### src/rtl/wpc_pkg.sv
package wpc_pkg;
  localparam int LANE_W  = 9;
  localparam int DATA_W  = 8;
  localparam int PAR_BIT = LANE_W - 1;

  function automatic logic data_xor(input logic [DATA_W-1:0] d);
    return ^d;
  endfunction
endpackage

### src/rtl/wpc_lane.sv
module wpc_lane
  import wpc_pkg::*;
(
  input  logic [LANE_W-1:0] lane_in,
  input  logic              en,
  input  logic              odd_sel,
  input  logic              gen_mode,
  output logic              mismatch,
  output logic [LANE_W-1:0] lane_out
);
  logic dpar;
  logic gen_bit;

  always_comb begin
    dpar     = data_xor(lane_in[DATA_W-1:0]);
    gen_bit  = dpar ^ odd_sel;
    mismatch = en & ~gen_mode & ((dpar ^ lane_in[PAR_BIT]) != odd_sel);
    lane_out = gen_mode ? {gen_bit, lane_in[DATA_W-1:0]} : lane_in;
  end
endmodule

### config.mk
export PLATFORM = sky130hd
export DESIGN_NAME = wpc_lane
export DESIGN_NICKNAME = d
export VERILOG_FILES = /design/src/rtl/wpc_pkg.sv /design/src/rtl/wpc_lane.sv
export SDC_FILE = /design/constraint.sdc
export NUM_CORES = 1
export LEC_CHECK = 0
export BUFFER_PORTS_ARGS = -buffer_cell sky130_fd_sc_hd__buf_2
export CORE_AREA = 2 2 39 41
export DETAILED_ROUTE_END_ITERATION = 8
export DIE_AREA = 0 0 41 43
export PLACE_DENSITY = 0.45
export SLEW_MARGIN = 20
export SYNTH_ARGS = -nofsm -noshare
export SYNTH_HDL_FRONTEND = slang
export SYNTH_SLANG_ARGS = --single-unit
export TNS_END_PERCENT = 10
### constraint.sdc
create_clock -name vclk -period 3.9
set_input_delay 0.78 -clock vclk [all_inputs]
set_output_delay 0.78 -clock vclk [all_outputs]
set_load 0.005 [all_outputs]
==> results of run 1 <==
## power by group
part	switching (mW)	internal [mW]	leakage, nW
Sequential	0	0	0
Clock	0	0	0
Combinational	0.0182	0.0317	0.150
Total	0.0182	0.0317	0.150
## cells by family (layout without fill, tap and decap cells)
logic type	count (synthesis)	after routing	synth area share, %
buf+inv	9	23	34.5
mux	1	1	5.41
xor+xnor	8	8	53.4
simple gates	1	1	6.76
## worst max path at each step
stage,start,end,slack [ns],cells after the start
2_1_floorplan,lane_in[7],mismatch,1.24,4
3_3_place_gp,lane_in[1],mismatch,0.98,6
3_5_place_dp,lane_in[4],mismatch,0.98,6
4_1_cts,lane_in[4],mismatch,0.97,6
5_1_grt,lane_in[4],mismatch,0.88,6
6_report,lane_in[4],mismatch,0.98,6
## worst max-delay path, stage by stage
cell and delay [ns]:
buf_2 0.11, xor2_1 0.15, xnor3_2 0.47, xnor3_1 0.35
nor3b_2 0.15, buf_2 0.13
## through the flow
stage / std cells / setup slack (ns) / cell area, um2
floorplan: 19 / 1.24 / 185
detailed placement: 49 / 0.977 / 255
global route: 49 / 0.881 / 255
CTS: 49 / 0.966 / 255
global placement: 49 / 0.976 / 255
finish: 49 / 0.978 / 255
## final cells by class
cell class / instances / area, um2
inverters: 1 / 3.75
repair buffers: 22 / 110
well taps: 16 / 20.0
fillers: 154 / 1130
multi-input cells: 10 / 121
## layer usage
layer	vias to the layer above	wire, um
met3	0	95
met4	0	0
met1	63	153
li1	80	-
met5	-	0
met2	22	126
## synth_stat cells, drive strengths merged
library cell | instances | area share (%)
buf | 8 | 32
inv | 1 | 2.0
mux2i | 1 | 5.4
nor3b | 1 | 6.8
xnor2 | 4 | 19
xnor3 | 2 | 25
xor2 | 2 | 9.5
==> run_results.csv, run 1 <==
group,metric,value,unit
finish,insertedDiodeCount,0,
clocking,cts_setup_buffers,0,
yosys,syn_nets,31,
grt,grt_pass1_vias,142,
grt,grt_max_degree,3,
worst_setup_path,crit_required,3.12,ns
grt,grt_use_total,3.91,%
timing,maxSlewViolCount,0,
floorplan,num_rows,14,
worst_setup_path,critPathCaptureType,"output port",
timing,setup_violations,0,
timing,tns,0,ns
timing,worstMarginPinSlew,0.252,ns
power_and_ir_drop,ir_worst_vdd,55.8,uV
finish,drive_gt1_share,72.7,%
floorplan,die_w,41,um
floorplan,io_pins,22,
grt,grt_pass1_wl,503,um
route,wl_per_cell,7.65,um
finish,seqCellArea,0,um2
power_and_ir_drop,p_total,0.0498,mW
worst_setup_path,crit_fanout,2,
power_and_ir_drop,p_leak,0.150,nW
route,ant_nets,0,
grt,met1_usage,5.45,%
power_and_ir_drop,p_per_area,195,nW/um2
finish,n_sequential_cell,0,
route,first_pass_iters,1,
floorplan,die_area,1760,um2
worst_hold_path,worstHoldPathType,"in -> out",
finish,finish.utilization,18.4,%
finish,final_net_count,47,
timing,period_minus_slack,2.92,ns
timing,final.period_utilization,74.9,%
yosys,syn_inst,19,
yosys,synth_area,185,um2
worst_hold_path,hold_depth,2,
finish,final_cell_mix,"buf_2, xnor2_1, xor2_1",
clocking,cts.repair.resized,0,
timing,max_freq,342,MHz
worst_hold_path,min_from,"lane_in[4]",
timing,whs,1.75,ns
route,drt_iter0_drc,0,
grt,overflow,0,
grt,use_met3,0,%
clocking,cts_hold_buf,0,
route,vias,165,
route,drc,0,
finish,final_common_cell,"buf_2",
grt,grt_busiest_layer,"met2",
timing,rsz0062_at_grt,"false",
yosys,synth_warnings,0,
timing,slew_headroom,83.1,%
grt,antenna_found_initial,0,
finish,clkbuf_count,0,
floorplan,core,1380,um2
floorplan,dieHeight,43,um
finish,synthToLayoutAreaGrowth,37.8,%
route,vias_per_cell,3.37,
yosys,syn_area_per_cell,9.75,um2
flow_run,maxCapViolations,0,
floorplan,initial_core_util,13.4,%
worst_setup_path,start_kind,"input port",
worst_setup_path,crit_type,"in -> out",
placement,port_buffers,22,
grt,met2_usage,6.88,%
timing,finalHoldViolations,0,
run_status,status,"finished clean",
route,drt-total-wl,375,um
worst_hold_path,min_to,"lane_out[4]",
yosys,ys_seq_area_share,0,%
placement,gp_congestion,0.635,
yosys,synth.distinct_cells,8,
worst_setup_path,worstPathArrival,2.14,ns
Note: power is estimated with default switching activity, not from simulation.
==> run 2: changes to the inputs <==
- clock period: 3.9 -> 3.05 ns (I/O delays scaled with it)
==> run 2 against run 1 <==
  * Utilization unchanged
  * Final cell count unchanged
  * Largest cell class unchanged
  * Global-route usage fell by 0.30 points
  * Die area unchanged
  * Setup slack got worse by 0.55 ns
  * Combinational power increased by 29%
  * Sequential cell count unchanged
  * Power up 29%
  * Count of clock-buffer cells in the layout unchanged
  * First-iteration DRC count is the same
  * Non-clock buffer count did not move
  * Critical path depth unchanged
  * Critical endpoint unchanged
==> run_results.csv, run 2 (synthesis gave the netlist of run 1 again) <==
group,metric,value,unit
timing,rsz0062_at_grt,"false",
timing,period_minus_slack,2.62,ns
power_and_ir_drop,p_leak,0.150,nW
power_and_ir_drop,p_per_area,252,nW/um2
grt,grt_max_degree,3,
worst_setup_path,crit_fanout,2,
worst_setup_path,crit_required,2.44,ns
clocking,cts_hold_buf,0,
grt,overflow,0,
finish,seqCellArea,0,um2
timing,maxSlewViolCount,0,
power_and_ir_drop,pwr-share-clk,0,%
grt,grt_pass1_vias,145,
floorplan,dieHeight,43,um
finish,fin_area,255,um2
finish,final_net_count,47,
power_and_ir_drop,ir_worst_vdd,89.6,uV
power_and_ir_drop,p_sw,0.0238,mW
route,drt-total-wl,375,um
finish,final_common_cell,"buf_2",
route,drt_iter0_drc,0,
placement,dpl_worst_slack,0.421,ns
timing,slew_headroom,83.4,%
finish,multi_input_area,121,um2
route,vias_per_cell,3.49,
placement,gp_congestion,0.599,
power_and_ir_drop,power_frac_comb,100.0,%
timing,finalWorstSetupSlack,0.432,ns
timing,finalHoldViolations,0,
grt,grt_use_total,3.61,%
grt,antenna_found_initial,0,
timing,worstMarginPinSlew,0.247,ns
worst_setup_path,crit_type,"in -> out",
worst_setup_path,critPathCaptureType,"output port",
worst_hold_path,hold_depth,2,
route,ant_nets,0,
run_status,status,"finished clean",
floorplan,die_area,1760,um2
worst_setup_path,worstPathCellList,"buf_2 > xor2_1 > xnor3_2 > xnor3_1 > nor3b_2 > buf_2",
floorplan,io_pins,22,
timing,tns,0,ns
finish,n_sequential_cell,0,
clocking,cts.repair.resized,0,
timing,max_freq,382,MHz
worst_setup_path,critical_path.slowest_cell,"xnor3_2",
grt,grt_pass1_wl,476,um
placement,port_buffers,22,
timing,setup_violations,0,
worst_hold_path,worstHoldPathType,"in -> out",
route,first_pass_iters,1,
worst_setup_path,cp_top_family,"XOR/XNOR gates",
route,vias,171,
finish,drive_gt1_share,72.7,%
finish,insertedDiodeCount,0,
worst_hold_path,min_from,"lane_in[0]",
clocking,cts_setup_buffers,0,
power_and_ir_drop,seq_power_share,0,%
worst_setup_path,worst_path_largest_cell_delay,0.47,ns
worst_setup_path,critPathBufInv,2,
power_and_ir_drop,p_total,0.0644,mW
worst_setup_path,start_kind,"input port",
power_and_ir_drop,p_sw_share,37.0,%
finish,final_cell_mix,"buf_2, xnor2_1, xor2_1",
worst_setup_path,worstPathArrival,2.01,ns
floorplan,num_rows,14,
floorplan,initial_core_util,13.4,%
power_and_ir_drop,p_int,0.0405,mW
floorplan,die_w,41,um
flow_run,maxCapViolations,0,
timing,final.period_utilization,85.8,%
finish,fill_cells,154,
route,wl_per_cell,7.65,um
floorplan,core,1380,um2
placement,placed_area,255,um2
route,drc,0,
finish,synthToLayoutAreaGrowth,37.8,%
finish,clkbuf_count,0,
worst_hold_path,min_to,"lane_out[0]",
worst_setup_path,crit_top_cell,"buf_2",
==> run 2: routing by layer <==
layer	vias up	part of all wire, %	global-route usage [%]
met5	-	0	0
met4	0	0	0
met3	0	23	0.524
met2	22	33	6.88
met1	66	43	4.15
li1	83	-	-
==> run 2: layout make-up <==
type	instances	area share [%]
multi-input cells	10	47.5
repair buffers	22	43.1
well taps	16	7.84
inverters	1	1.47
==> run 2: worst max path at each step <==
stage / to / slack [ns] / from / cells after the start
after CTS: mismatch / 0.41 / lane_in[4] / 6
final: mismatch / 0.43 / lane_in[4] / 6
after global placement: mismatch / 0.47 / lane_in[4] / 6
after detailed placement: mismatch / 0.42 / lane_in[4] / 6
after global routing: mismatch / 0.37 / lane_in[4] / 6
after floorplan: mismatch / 0.73 / lane_in[7] / 4
==> run 2: through the flow <==
step	hold slack, ns	util [%]	cells
after detailed placement	1.41	18.4	49
after CTS	1.41	18.4	49
after global placement	1.41	18.4	49
final	1.41	18.4	49
after floorplan	1.24	-	19
after global routing	1.42	18.4	49
==> run 2: power by group through the flow <==
| stage | clock, mW | sequential [mW] | combinational [mW] |
|---|---|---|---|
| after global placement | 0 | 0 | 0.0645 |
| after floorplan | 0 | 0 | 0.0489 |
| after CTS | 0 | 0 | 0.0654 |
| after global routing | 0 | 0 | 0.0702 |
| after detailed placement | 0 | 0 | 0.0649 |
| final | 0 | 0 | 0.0644 |
